File: src/rtl/uvr_pkg.sv
package uvr_pkg;
  typedef enum logic [1:0] {
    ST_HOLD  = 2'd0,
    ST_RUN   = 2'd1,
    ST_DBNC  = 2'd2,
    ST_SLEEP = 2'd3
  } uvr_state_e;
endpackage

File: src/rtl/uvr_tick_counter.sv
module uvr_tick_counter #(
  parameter int CW = 4
) (
  input  logic          clk,
  input  logic          rst_n,
  input  logic          clear,
  input  logic          tick,
  input  logic [CW-1:0] limit,
  output logic          done
);
  logic [CW-1:0] cnt_q;

  always_ff @(posedge clk or negedge rst_n) begin
    if (!rst_n)      cnt_q <= '0;
    else if (clear)  cnt_q <= '0;
    else if (tick)   cnt_q <= cnt_q + CW'(1);
  end

  assign done = tick && (cnt_q == limit - CW'(1));

  // the count never passes the active interval
  p_cnt_bound_r3: assert property (@(posedge clk) disable iff (!rst_n)
    cnt_q < limit);
endmodule

File: src/rtl/uvr_state_ctl.sv
module uvr_state_ctl
  import uvr_pkg::*;
(
  input  logic clk,
  input  logic rst_n,
  input  logic supply_ok,
  input  logic sleep_req,
  input  logic tick,
  input  logic done,
  output logic sel_dbnc,
  output logic cnt_clear,
  output logic rst_active
);
  uvr_state_e state_q, nxt;
  logic       rst_q;

  always_comb begin
    nxt = state_q;
    unique case (state_q)
      ST_HOLD:  if (supply_ok && done) nxt = ST_RUN;
      ST_RUN: begin
        if (sleep_req)       nxt = ST_SLEEP;
        else if (!supply_ok) nxt = ST_DBNC;
      end
      ST_DBNC: begin
        if (sleep_req)      nxt = ST_SLEEP;
        else if (supply_ok) nxt = ST_RUN;
        else if (done)      nxt = ST_HOLD;
      end
      ST_SLEEP: if (!sleep_req) nxt = ST_HOLD;
      default:  nxt = ST_HOLD;
    endcase
  end

  assign cnt_clear = (nxt != state_q) || (state_q == ST_RUN) ||
                     (state_q == ST_SLEEP) ||
                     ((state_q == ST_HOLD) && !supply_ok);
  assign sel_dbnc  = (state_q == ST_DBNC);

  always_ff @(posedge clk or negedge rst_n) begin
    if (!rst_n) begin
      state_q <= ST_HOLD;
      rst_q   <= 1'b1;
    end else begin
      state_q <= nxt;
      rst_q   <= (nxt == ST_HOLD);
    end
  end

  assign rst_active = rst_q;

  // release only on a tick counted with the supply good
  p_release_r2: assert property (@(posedge clk) disable iff (!rst_n)
    $fell(rst_q) |-> $past(supply_ok && tick));
  // a failure during hold keeps the block in hold
  p_hold_restart_r3: assert property (@(posedge clk) disable iff (!rst_n)
    (state_q == ST_HOLD && !supply_ok) |=> (state_q == ST_HOLD));
  // reset asserts only on a real failure or on sleep exit
  p_assert_cause_r4: assert property (@(posedge clk) disable iff (!rst_n)
    $rose(rst_q) |-> ($past(!supply_ok) || ($past(state_q) == ST_SLEEP)));
  // supply returning during debounce keeps reset released
  p_glitch_quiet_r5: assert property (@(posedge clk) disable iff (!rst_n)
    (state_q == ST_DBNC && supply_ok && !sleep_req) |=> !rst_q);
  // no reset while sleeping
  p_sleep_quiet_r6: assert property (@(posedge clk) disable iff (!rst_n)
    (state_q == ST_SLEEP) |-> !rst_q);
endmodule

File: src/rtl/uv_reset_pulse.sv
module uv_reset_pulse #(
  parameter int HOLD_TICKS = 10000,
  parameter int DEB_TICKS  = 6
) (
  input  logic clk,
  input  logic rst_n,
  input  logic supply_ok,
  input  logic sleep_req,
  input  logic tick,
  output logic host_rst_n,
  output logic rst_busy
);
  localparam int MAXT = (HOLD_TICKS > DEB_TICKS) ? HOLD_TICKS : DEB_TICKS;
  localparam int CW   = $clog2(MAXT + 1);

  logic          sel_dbnc, cnt_clear, done, rst_active;
  logic [CW-1:0] limit;

  assign limit = sel_dbnc ? CW'(DEB_TICKS) : CW'(HOLD_TICKS);

  uvr_tick_counter #(.CW(CW)) u_cnt (
    .clk   (clk),
    .rst_n (rst_n),
    .clear (cnt_clear),
    .tick  (tick),
    .limit (limit),
    .done  (done)
  );

  uvr_state_ctl u_ctl (
    .clk        (clk),
    .rst_n      (rst_n),
    .supply_ok  (supply_ok),
    .sleep_req  (sleep_req),
    .tick       (tick),
    .done       (done),
    .sel_dbnc   (sel_dbnc),
    .cnt_clear  (cnt_clear),
    .rst_active (rst_active)
  );

  assign host_rst_n = !rst_active;
  assign rst_busy   = rst_active;

  // status and reset line always agree
  p_busy_match_r8: assert property (@(posedge clk) disable iff (!rst_n)
    rst_busy == !host_rst_n);
endmodule

File: config.mk
export PLATFORM = sky130hd
export DESIGN_NAME = uv_reset_pulse
export DESIGN_NICKNAME = d
export VERILOG_FILES = /design/src/rtl/uvr_pkg.sv /design/src/rtl/uvr_tick_counter.sv /design/src/rtl/uvr_state_ctl.sv /design/src/rtl/uv_reset_pulse.sv
export SDC_FILE = /design/constraint.sdc
export NUM_CORES = 1
export LEC_CHECK = 0
export BUFFER_PORTS_ARGS = -buffer_cell sky130_fd_sc_hd__buf_4
export CORE_AREA = 2 2 46 48
export CTS_CLUSTER_SIZE = 28
export DETAILED_ROUTE_END_ITERATION = 12
export DIE_AREA = 0 0 48 50
export PLACE_DENSITY = 0.66
export SLEW_MARGIN = 20
export SYNTH_ARGS = -nofsm -noshare
export SYNTH_HDL_FRONTEND = slang
export SYNTH_SLANG_ARGS = --single-unit
File: constraint.sdc
create_clock -name clk -period 2.5 [get_ports clk]
set_clock_uncertainty 0.2 [all_clocks]
set_input_delay 0.25 -clock clk [delete_from_list [all_inputs] [get_ports clk]]
set_output_delay 0.25 -clock clk [all_outputs]
set_load 0.1 [all_outputs]
---- After elaboration in Yosys (flattened, before gate mapping) ----
Index checks and enable logic that the tools add are counted.
word-level totals
  bits in registers ....................... 17
  output and inout port bits .............. 2
  word-level logic and storage cells ...... 32
operators by class
  add/sub/neg operators ................... 2
  eq/ne operators ......................... 5
  multiplexer cells ....................... 11
  reductions and logical operators ........ 11
operator list
  kind                                                  number
  2-to-1 mux 14 bit                                     3
  adder 14 x 1 -> 14 bit (second input constant)        1
  equality test 14 bit                                  1
  2-to-1 mux 2 bit                                      7
  subtractor 14 x 1 -> 14 bit (second input constant)   1
  case mux 2 bit (4 select lines)                       1
  equality test 2 bit (second input constant)           2
  zero test 2 bit                                       2
  logical AND 1 bit                                     3
  logical OR 1 bit                                      3
  equality test 2 x 1 -> 1 bit (second input constant)  1
  zero test 1 bit                                       2
  != test 2 bit                                         1
  nonzero test 2 bit                                    1

---- Logic depth before layout (Yosys ltp) ----
Gate-level depths: netlist (run 1).
  depth in word-level cells ............... 14
  mapped depth ............................ 5
  gate-level depth less buffers ........... 5

---- Cells and area by module ----
Synthesis (run 1) repeated with hierarchy kept, for this count alone.
second synthesis, totals
  cell total of the unflattened synthesis .. 150
  area, all modules ....................... 1,310.0 sq um
by module, submodules not included
  module            times used  cells each  area an instance (sq um)  seq. area each (sq um)
  uvr_tick_counter  1           125         1,106.1                   350.3
  uvr_state_ctl     1           22          192.7                     76.3
  uv_reset_pulse    1           3           11.3                      0.0

---- Least setup slack after synthesis (run 1) ----
Ideal clock, no wire load.
  path kind ............................... register to register
  start point ............................. register u_cnt.cnt_q[1]
  end point ............................... register u_ctl.rst_q, in the netlist u_ctl.rst_active
  arrival ................................. 1,797 ps
  data required time ...................... 2,219 ps
  slack ................................... 421 ps
  cell stages (with the launch flop) ...... 5
  path buffers ............................ 0
  cell sequence ........................... dfrtp_1 or4_1 o31a_1 or4b_1 o211ai_1
on the way
  cells in the longest elaborated chain, start to end .. 7
  elaborated cells between the ends (all ways) .. 9
ends and longest elaborated chain
  element                              RTL line                source
  start, declared                      uvr_tick_counter.sv:11  logic [CW-1:0] cnt_q;
  start signal, assigned               uvr_tick_counter.sv:16  else if (tick) cnt_q <= cnt_q + CW'(1);
  equality test 14 bit (*)             uvr_tick_counter.sv:19  assign done = tick && (cnt_q == limit - CW'(1));
  logical AND 1 bit (*)                uvr_tick_counter.sv:19
  2-to-1 mux 2 bit                     uvr_state_ctl.sv:28     else if (done) nxt = ST_HOLD;
  2-to-1 mux 2 bit                     uvr_state_ctl.sv:27     else if (supply_ok) nxt = ST_RUN;
  2-to-1 mux 2 bit                     uvr_state_ctl.sv:26     if (sleep_req) nxt = ST_SLEEP;
  case mux 2 bit (4 select lines) (*)  uvr_state_ctl.sv:19     unique case (state_q)
  zero test 2 bit (*)                  uvr_state_ctl.sv:46     rst_q <= (nxt == ST_HOLD);
  end signal, assigned                 uvr_state_ctl.sv:46
  end, declared                        uvr_state_ctl.sv:15     logic rst_q;
Every way passes the cells marked *; elsewhere a longest branch is shown, timed or not.
A chain may end at the register's enable or synchronous reset.

---- Worst setup path in the final report (run 1) ----
  start point ............................. register u_cnt.cnt_q[8]
  end point ............................... register u_cnt.cnt_q[8]
on the way
  cells in the longest elaborated chain, start to end .. 11
  elaborated cells between the ends (all ways) .. 16
ends and longest elaborated chain
  element                                                         RTL line                source
  equality test 14 bit                                            uvr_tick_counter.sv:19
  logical AND 1 bit                                               uvr_tick_counter.sv:19
  2-to-1 mux 2 bit                                                uvr_state_ctl.sv:28
  2-to-1 mux 2 bit                                                uvr_state_ctl.sv:27
  2-to-1 mux 2 bit                                                uvr_state_ctl.sv:26
  case mux 2 bit (4 select lines)                                 uvr_state_ctl.sv:19
  != test 2 bit                                                   uvr_state_ctl.sv:35     assign cnt_clear = (nxt != state_q) || (state_q == ST_RUN) ||
  logical OR 1 bit (2 in series)                                  uvr_state_ctl.sv:35
  logical OR 1 bit                                                uvr_state_ctl.sv:36     (state_q == ST_SLEEP) ||
  2-to-1 mux 14 bit / nonzero test 2 bit (equally long branches)  --
Several ways; a longest one is shown, not always the timed one. The select of a mux whose other input is x is not followed.

==> flow_metrics.env, run 1 <==
export IMPL_outcome="finished clean"
export IMPL_syn_num_nets=100
export IMPL_final_common_cell="dfrtp_1"
export IMPL_place_gp_congestion=0.8386
export IMPL_clock_sinks=17
export IMPL_slew_headroom_pct=71.49
export IMPL_hpwl_um=1357
export IMPL_routed_wl_um=1825
export IMPL_p_leak_nw=0.4314
export IMPL_area_delta_synth_final_pct=15.23
export IMPL_grt_pass1_wl_um=3249
export IMPL_ys_ff_latch=17
export IMPL_cts_tree="done"
export IMPL_clock_latency_ns=0.29
export IMPL_worst_setup_path_type="flop to flop"
export IMPL_first_iter_violations=24
export IMPL_synthAdderAreaFrac_pct=1.372
export IMPL_numPortBuffers=6
export IMPL_htree_levels=1
export IMPL_yosysUniqueCellTypes=29
export IMPL_seq_area_um2=426.7
export IMPL_grtUsageTotal_pct=18.79
export IMPL_crit_path_end_kind="flop"
export IMPL_crit_path_max_fanout=9
export IMPL_synth_xor_area_share_pct=11.52
export IMPL_pre_cts_ws_ns=0.3221
export IMPL_fmax_mhz=454.7
export IMPL_path_clk_slew_ns=0.10
export IMPL_grt_max_degree=18
export IMPL_grtUsageMet3_pct=3.297
export IMPL_firstDrtPassIters=4
export IMPL_cp_start_kind="flop"
export IMPL_syn_area_um2=912.1
export IMPL_met1_usage_pct=29.82
export IMPL_p_per_area_nw_per_um2=671.9
export IMPL_layout_drive_gt1_share_pct=14.02
export IMPL_fin_util_pct=55.26
export IMPL_multi_input_area_um2=467.9
export IMPL_synth_simple_area_share_pct=20.85
export IMPL_wl_per_cell_um=13.62
export IMPL_die_w_um=48
export IMPL_initial_core_util_pct=47.96
export IMPL_die_y_um=50
export IMPL_grt_antenna_before_repair=0
export IMPL_synthCells=94
export IMPL_finalHoldViolCount=0
export IMPL_synth_compound_area_share_pct=16.46
export IMPL_setup_ws_ns=0.3008
export IMPL_nNetsFinal=114
export IMPL_slew_viol_final=0
export IMPL_grt_pass1_vias=691
export IMPL_num_vias=737
export IMPL_pin_count=7
export IMPL_setup_tns_ns=0
export IMPL_place_area_um2=1003
export IMPL_ir_drop_mv=0.5038
export IMPL_hold_path_class="input pin to flop"
export IMPL_yosysWarnings=0
export IMPL_fillers=171
export IMPL_synth_top_family_by_area="simple AND/OR/NAND/NOR gates"
export IMPL_worstPathRequired_ns=2.48
export IMPL_overflow=0
export IMPL_cts_setup_buffers=0
export IMPL_worstMarginPinSlew_ns=0.4222
export IMPL_syn_area_per_cell_um2=9.703
export IMPL_finalInstanceArea_um2=1051
export IMPL_via_per_inst=5.500
export IMPL_cap_violations=0
export IMPL_period_share_pct=87.97
export IMPL_ant_nets=0
export IMPL_cts_resized=0
export IMPL_route_detailed_drc=0
export IMPL_core_um2=1902
export IMPL_met2_usage_pct=24.89
export IMPL_cts_max_path_buffers=2
export IMPL_dieArea_um2=2400
export IMPL_rsz0062_at_grt="false"
export IMPL_postCtsHoldBufs=2
export IMPL_arrival_ns=2.18
export IMPL_rows=16
export IMPL_fin_crit_ns=2.199
export IMPL_yosysSeqAreaShare_pct=46.78
export IMPL_final_cell_mix="16 x dfrtp_1, 15 x a21oi_1, 9 x buf_4, 8 x nand2_1, 7 x xor2_1"
export IMPL_numCtsBuffers=3
export IMPL_setup_viol=0
export IMPL_synth_mux_area_share_pct=1.097
export IMPL_antenna_cells=0
export IMPL_busiest_layer="met1"
export IMPL_clockRootBuffer="clkbuf_4"
-- sequential cells by signal, indices dropped and copies added, names as in the netlist --
name	count
u_cnt.cnt_q	14
u_ctl.rst_active	1
u_ctl.state_q	2
-- worst max-delay path, stage by stage, from the launching register on --
cell and delay, ns:
dfrtp_1 0.46, or4_1 0.49, o31a_1 0.29, o211ai_2 0.34, buf_4 0.23, a21oi_1 0.09
-- cells in the mapped netlist (all sizes together) --
cell type   n  area (um^2)
xnor2       5        43.79
nor2b       2        12.51
and3        3        18.77
inv         2        7.510
nand2       8        30.03
o22ai       1        6.260
o31a        1        8.760
nand3       4        20.02
buf         2        10.01
o211ai      2        20.02
o31ai       1        7.510
and4        2        17.52
dfstp       1        26.28
or4b        1        10.01
o41ai       1        8.760
nor3        2        10.01
mux2i       1        10.01
o311ai      1        8.760
or4         2        15.01
xor2        7        61.31
ha          1        12.51
a21oi      15        75.07
nor2        5        18.77
nor4        1        6.260
o21bai      1        7.510
a22oi       1        7.510
dfrtp      16        400.4
nand4       5        31.28
-- stage by stage --
step | instances | hold WS [ns] | power [mW]
after detailed placement | 128 | -0.07508 | 0.5601
after global placement | 128 | -0.07374 | 0.5589
after floorplan | 94 | -0.2456 | 0.5047
after CTS | 134 | 0.05313 | 0.7111
after global routing | 134 | 0.08008 | 0.7420
final | 134 | 0.05534 | 0.7061
-- kinds of logic after synthesis --
kind of cell / after synthesis
AND/OR/NAND/NOR: 35
AO/OA/AOI/OAI: 24
flip-flops: 17
XOR/XNOR: 12
buffers and inverters: 4
multiplexers: 1
adder cells (fa/ha/maj): 1
-- where the power goes --
group          switching [mW]  leakage (nW)  total [mW]  internal, mW
clock                  0.0899        0.0177       0.149        0.0596
combinational           0.171         0.185       0.235        0.0635
sequential             0.0199         0.229       0.322         0.302
total                   0.281         0.431       0.706         0.425
-- cell type report --
type                            count  area share (%)
Multi-Input combinational cell     73           44.52
Inverter                            2          0.7143
Clock inverter                      1          0.4762
Sequential cell                    17           40.60
Clock buffer                        3           2.143
Tap cell                           27           3.214
Timing Repair Buffer               11           8.333
-- path summary, 6_finish.rpt --
check                            startpoint                to  slack (ns)  cells after the start
max                          u_cnt.cnt_q[8]    u_cnt.cnt_q[8]        0.30                      5
min                                    tick    u_cnt.cnt_q[0]        0.06                      3
max reg2reg                  u_cnt.cnt_q[8]    u_cnt.cnt_q[8]        0.30                      5
min reg2reg                u_ctl.state_q[1]  u_ctl.rst_active        0.40                      2
max in group asynchronous             rst_n  u_ctl.rst_active        1.70                      2
min in group asynchronous             rst_n   u_cnt.cnt_q[12]        0.15                      2
-- routing by layer --
metal	part of all wire [%]	routed length [um]	vias to the layer above
met5	0	0	-
met4	1.6	30	0
met3	2.6	48	4
met2	45	827	15
met1	50	918	343
li1	-	-	375
Power figures use the tool's default switching activity.
==> run 2: changes to the inputs <==
--- a/config.mk
+++ b/config.mk
@@ -5,12 +5,12 @@
 export SDC_FILE = /design/constraint.sdc
 export NUM_CORES = 1
 export LEC_CHECK = 0
+export ABC_AREA = 1
 export BUFFER_PORTS_ARGS = -buffer_cell sky130_fd_sc_hd__buf_4
-export CORE_AREA = 2 2 46 48
+export CORE_AREA = 2 2 51 53
 export CTS_CLUSTER_SIZE = 28
 export DETAILED_ROUTE_END_ITERATION = 12
-export DIE_AREA = 0 0 48 50
-export PLACE_DENSITY = 0.66
+export DIE_AREA = 0 0 53 55
 export SLEW_MARGIN = 20
 export SYNTH_ARGS = -nofsm -noshare
 export SYNTH_HDL_FRONTEND = slang
==> run 2 against run 1 <==
Compared with the run above: design area is 14% higher; sequential share of layout area shrank 5.0 points; worst hold slack improved by 0.048 ns; combinational power down 85%; sequential cell count did not move; maximum frequency rose by 19%; critical path depth rose by 1; die area rose by 21%; clock power hardly changed; wire length rose by 15%; clock-buffer cell count rose by 1.
==> flow_metrics.env, run 2 <==
export IMPL_outcome="finished clean"
export IMPL_final_cell_mix="27 x nand2_1, 16 x nor2_1, 16 x dfrtp_1, 15 x inv_1, 10 x nor3_2"
export IMPL_cts_resized=0
export IMPL_r2r_cells=6
export IMPL_grt_pass1_wl_um=3429
export IMPL_synth_top_cell_area_share_pct=36.20
export IMPL_period_share_pct=74.22
export IMPL_die_w_um=53
export IMPL_die_y_um=55
export IMPL_synth_edff_count=0
export IMPL_fin_crit_ns=1.855
export IMPL_hpwl_um=1537
export IMPL_crit_path_end_kind="flop"
export IMPL_worst_path_buf_inv=0
export IMPL_initial_core_util_pct=46.77
export IMPL_clockRootBuffer="clkbuf_4"
export IMPL_yosys_top_cells_area="dfrtp_1 36%, nand2_1 9.2%, nor3_2 9.0%"
export IMPL_grtUsageTotal_pct=16.77
export IMPL_setup_tns_ns=0
export IMPL_hp_start="tick"
export IMPL_worst_setup_path_type="flop to flop"
export IMPL_first_iter_violations=18
export IMPL_core_um2=2365
export IMPL_area_delta_synth_final_pct=8.371
export IMPL_grt_pass1_vias=759
export IMPL_ant_nets=0
export IMPL_ys_async_sr_fraction_pct=100.0
export IMPL_dieArea_um2=2915
export IMPL_yosysUniqueCellTypes=27
export IMPL_r2r_end="u_cnt.cnt_q[12]"
export IMPL_route_detailed_drc=0
export IMPL_postCtsHoldBufs=1
export IMPL_slowest_delay_ns=0.48
export IMPL_cp_start_kind="flop"
export IMPL_syn_num_nets=142
export IMPL_synthTopCellsByCount="27 x nand2_1, 16 x dfrtp_1, 16 x nor2_1"
export IMPL_reg2reg_setup_slack_ns=0.64
export IMPL_synth_xor_area_share_pct=5.543
export IMPL_synth_top_area_cell="dfrtp_1"
export IMPL_synth_simple_area_share_pct=39.37
export IMPL_regToRegStartpoint="u_cnt.cnt_q[9]"
export IMPL_cts_max_path_buffers=2
export IMPL_synth_compound_area_share_pct=5.656
export IMPL_synthAdderAreaFrac_pct=1.131
export IMPL_clock_sinks=17
export IMPL_rows=18
export IMPL_holdWs_ns=0.1036
export IMPL_grt_max_degree=18
export IMPL_p_per_area_nw_per_um2=388.3
export IMPL_slew_viol_final=0
export IMPL_routed_wl_um=2090
export IMPL_arrival_ns=1.80
export IMPL_crit_start="u_cnt.cnt_q[9]"
export IMPL_synth_most_common_cell="nand2_1"
export IMPL_ys_ff_latch=17
export IMPL_p_leak_nw=0.5269
export IMPL_largest_reg_flops=14
export IMPL_top_register="u_cnt.cnt_q"
export IMPL_layout_drive_gt1_share_pct=25.69
export IMPL_syn_area_per_cell_um2=8.133
export IMPL_nNetsFinal=151
export IMPL_synth_flop_cell="dfrtp_1"
export IMPL_slew_headroom_pct=62.82
export IMPL_synthCells=136
export IMPL_cts_setup_buffers=0
export IMPL_slowest_stage="a21oi_4"
export IMPL_grt_antenna_before_repair=0
export IMPL_power_mw=0.4655
export IMPL_yosysWarnings=0
export IMPL_fmax_mhz=538.9
export IMPL_crit_path_max_fanout=14
export IMPL_worstMarginPinSlew_ns=0.5564
export IMPL_ir_drop_mv=0.3529
export IMPL_path_clk_slew_ns=0.10
export IMPL_clock_latency_ns=0.29
export IMPL_place_gp_congestion=0.8220
export IMPL_yosysSeqAreaShare_pct=38.57
export IMPL_firstDrtPassIters=6
export IMPL_path_delay_family="simple AND/OR/NAND/NOR gates"
export IMPL_cts_tree="done"
export IMPL_overflow=0
export IMPL_hold_path_end="u_cnt.cnt_q[0]"
export IMPL_numPortBuffers=6
export IMPL_synth_top_family_by_area="simple AND/OR/NAND/NOR gates"
export IMPL_hold_path_class="input pin to flop"
export IMPL_setup_viol=0
export IMPL_finalHoldViolCount=0
export IMPL_via_per_inst=5.000
export IMPL_num_vias=870
export IMPL_crit_chain="nor2_1 -> nand3_1 -> nand2_1 -> nand3_2 -> a21oi_4 -> nor3_1"
export IMPL_pin_count=7
export IMPL_cap_violations=0
export IMPL_final_common_cell="nand2_1"
export IMPL_wl_per_cell_um=12.01
export IMPL_synth_mux_area_share_pct=0.9050
export IMPL_htree_levels=1
export IMPL_antenna_cells=0
export IMPL_numCtsBuffers=3
export IMPL_rsz0062_at_grt="false"
export IMPL_fin_util_pct=50.69
export IMPL_syn_area_um2=1106
export IMPL_worstPathRequired_ns=2.45
export IMPL_hold_path_depth=3
[run 2: cell count changes in the layout (fill, tap and decap cells not counted), sizes merged, moves of 3 or more]
cell and change:
nand2 +22, inv +17, nor2 +15, nor3 +13
a21oi -11, nand3 +6, and3 -3, buf -3
xnor2 -3
[run 2: cell families after synthesis]
logic type | Yosys count
buffers and inverters | 22
AOI/OAI and AO/OA | 9
DFF | 17
adders and majority gates | 1
and+or+nand+nor | 79
muxes | 1
xor gates and xnor gates | 7
[run 2: cell type report]
class	instances	area [um^2]
clock buffer	4	26.28
sequential	17	426.7
timing repair buffer	7	55.05
fill	238	1166
multi-input combinational	97	581.8
tap	30	37.54
inverter	19	71.32
[run 2: worst register-to-register path, stage by stage (launching register included)]
cell,delay (ns)
dfrtp_1,0.45
nor2_1,0.17
nand3_1,0.09
nand2_1,0.10
nand3_2,0.11
a21oi_4,0.48
nor3_1,0.11
[run 2: worst max-delay path by stage]
stage                       to  slack, ns  depth (start not counted)
4_1_cts        u_cnt.cnt_q[12]       0.65                          6
3_3_place_gp   u_cnt.cnt_q[10]       0.71                          6
6_report       u_cnt.cnt_q[12]       0.64                          6
2_1_floorplan       host_rst_n       0.68                          1
3_5_place_dp   u_cnt.cnt_q[12]       0.67                          6
5_1_grt        u_cnt.cnt_q[12]       0.51                          7
[run 2: power breakdown]
part / internal (mW) / leakage (nW) / switching (mW) / total [mW]
Clock: 0.0619 / 0.0150 / 0.0845 / 0.146
Combinational: 0.0146 / 0.279 / 0.0213 / 0.0359
Sequential: 0.278 / 0.233 / 0.00493 / 0.283
[run 2: per-stage QoR]
stage	cell area (um^2)	instances	setup slack, ns
2_1_floorplan	1106	136	0.6828
3_3_place_gp	1162	169	0.7135
3_5_place_dp	1162	169	0.6692
4_1_cts	1199	174	0.6505
5_1_grt	1199	174	0.5145
6_report	1199	174	0.6445
[run 2: per-layer routing]
layer  global-route usage [%]  wire [um]  part of all wire [%]  up-vias
met4                    5.128         15                  0.72        0
met2                    26.88        949                    45       13
met5                        0          0                     0        -
met1                    23.03       1065                    51      407
met3                    3.226         59                   2.8        2
li1                         -          -                     -      448
==> run 3: changes to the inputs <==
==> constraint.sdc (replaced) <==
create_clock -name clk -period 1.8 [get_ports clk]
set_clock_uncertainty 0.2 [all_clocks]
set_input_delay 0.18 -clock clk [delete_from_list [all_inputs] [get_ports clk]]
set_output_delay 0.18 -clock clk [all_outputs]
set_load 0.1 [all_outputs]
==> run 3 against run 2 <==
Compared with the run above: worst setup slack got worse by 0.55 ns; largest power group unchanged; maximum frequency is 8.7% higher; die area unchanged; wire length is 1.6% lower; clock power is 37% higher; combinational power up 67%; highest routed layer unchanged; sequential power is 39% higher; power up 40%.
==> flow_metrics.env, run 3 (synthesized netlist as in run 2, its figures left out) <==
export IMPL_outcome="finished clean"
export IMPL_cts_max_path_buffers=2
export IMPL_worstMarginPinSlew_ns=0.2796
export IMPL_num_vias=893
export IMPL_crit_path_end_kind="flop"
export IMPL_cap_violations=0
export IMPL_numPortBuffers=6
export IMPL_path_clk_slew_ns=0.10
export IMPL_ant_nets=0
export IMPL_clock_latency_ns=0.29
export IMPL_layout_drive_gt1_share_pct=28.86
export IMPL_via_per_inst=4.989
export IMPL_p_leak_nw=0.5582
export IMPL_rows=18
export IMPL_nNetsFinal=156
export IMPL_fmax_mhz=585.7
export IMPL_rsz0062_at_grt="true"
export IMPL_die_w_um=53
export IMPL_setup_tns_ns=0
export IMPL_htree_levels=1
export IMPL_clock_sinks=17
export IMPL_grt_pass1_wl_um=3581
export IMPL_first_iter_violations=13
export IMPL_grtUsageTotal_pct=17.10
export IMPL_crit_path_max_fanout=4
export IMPL_fin_crit_ns=1.707
export IMPL_numCtsBuffers=3
export IMPL_arrival_ns=1.71
export IMPL_setup_viol=0
export IMPL_final_common_cell="nand2_1"
export IMPL_dieArea_um2=2915
export IMPL_power_mw=0.6527
export IMPL_hold_path_class="input pin to flop"
export IMPL_routed_wl_um=2056
export IMPL_firstDrtPassIters=4
export IMPL_grt_antenna_before_repair=0
export IMPL_die_y_um=55
export IMPL_antenna_cells=0
export IMPL_grt_max_degree=18
export IMPL_period_share_pct=94.85
export IMPL_wl_per_cell_um=11.49
export IMPL_area_delta_synth_final_pct=14.71
export IMPL_cts_tree="done"
export IMPL_worstPathRequired_ns=1.80
export IMPL_slowest_delay_ns=0.43
export IMPL_ir_drop_mv=0.4137
export IMPL_route_detailed_drc=0
export IMPL_finalHoldViolCount=0
export IMPL_clockRootBuffer="clkbuf_4"
export IMPL_pin_count=7
export IMPL_slew_viol_final=0
export IMPL_grt_pass1_vias=820
export IMPL_crit_chain="ha_2 -> nand3_2 -> nor2_4 -> nand3_1 -> o21bai_1 -> nand2_1 -> nor3_1"
export IMPL_place_gp_congestion=0.8452
export IMPL_overflow=0
export IMPL_core_um2=2365
export IMPL_largest_reg_flops=14
export IMPL_top_register="u_cnt.cnt_q"
export IMPL_worst_setup_path_type="flop to flop"
export IMPL_p_per_area_nw_per_um2=514.4
export IMPL_initial_core_util_pct=46.77
export IMPL_cp_start_kind="flop"
export IMPL_slew_headroom_pct=81.16
export IMPL_final_cell_mix="27 x nand2_1, 16 x nor2_1, 16 x dfrtp_1, 15 x inv_1, 10 x nor3_2"
export IMPL_slowest_stage="dfrtp_1"
export IMPL_hpwl_um=1547
==> run 3: changes by cell type in the layout (fill, tap and decap cells not counted), sizes merged <==
cell	before	now
buf	6	11
==> run 3: critical path, delay by kind of cell, from the launching register on <==
kind | cells | cell delay, ns
flops | 1 | 0.43
compound gates | 1 | 0.14
simple gates | 5 | 0.64
fa+ha+maj | 1 | 0.22
==> run 3: final cells by class <==
type | count | area (um^2)
clock buffer | 4 | 26.28
fill | 241 | 1096
inverter | 19 | 71.32
multi-input combinational | 97 | 589.3
sequential | 17 | 426.7
tap | 30 | 37.54
timing repair buffer | 12 | 117.6
==> run 3: worst paths after layout <==
kind | start | endpoint | slack [ns] | cells after the start
worst max-delay path | u_cnt.cnt_q[0] | u_cnt.cnt_q[10] | 0.09 | 7
worst min-delay path | sleep_req | u_ctl.state_q[0] | 0.04 | 3
worst max register to register | u_cnt.cnt_q[0] | u_cnt.cnt_q[10] | 0.09 | 7
worst min register to register | u_cnt.cnt_q[12] | u_cnt.cnt_q[12] | 0.41 | 2
max in group asynchronous | rst_n | u_ctl.rst_active | 1.06 | 2
min in group asynchronous | rst_n | u_cnt.cnt_q[9] | 0.08 | 2
==> run 3: power breakdown <==
part | switching (mW) | internal, mW
combinational | 0.0324 | 0.0274
sequential | 0.00616 | 0.386
clock | 0.114 | 0.0861
==> run 3: through the flow <==
stage	instances	hold slack [ns]	utilization (%)	worst slack, ns	instance area [um^2]
after floorplan	136	-0.3156	-	0.05283	1106
after global placement	172	-0.1418	51.16	0.1983	1210
after detailed placement	172	-0.1426	51.16	0.08902	1210
after CTS	177	0.03197	52.70	0.06704	1246
after global routing	179	0.03806	53.65	-0.01181	1269
final	179	0.03933	53.65	0.09262	1269
==> run 3: layer usage <==
layer  GRT usage [%]  wire, um
met1           22.50       972
met2           28.54      1006
met3           2.688        48
met4           6.410        28
met5               0         0
==> run 3: repair_timing <==
| action | CTS | global route |
|---|---|---|
| setup endpoints to repair | 0 | 2 |
| endpoints found under the hold margin | 17 | 0 |
| setup buffers | 0 | 2 |
| resized for setup | 0 | 2 |
| hold buffers | 1 | 0 |
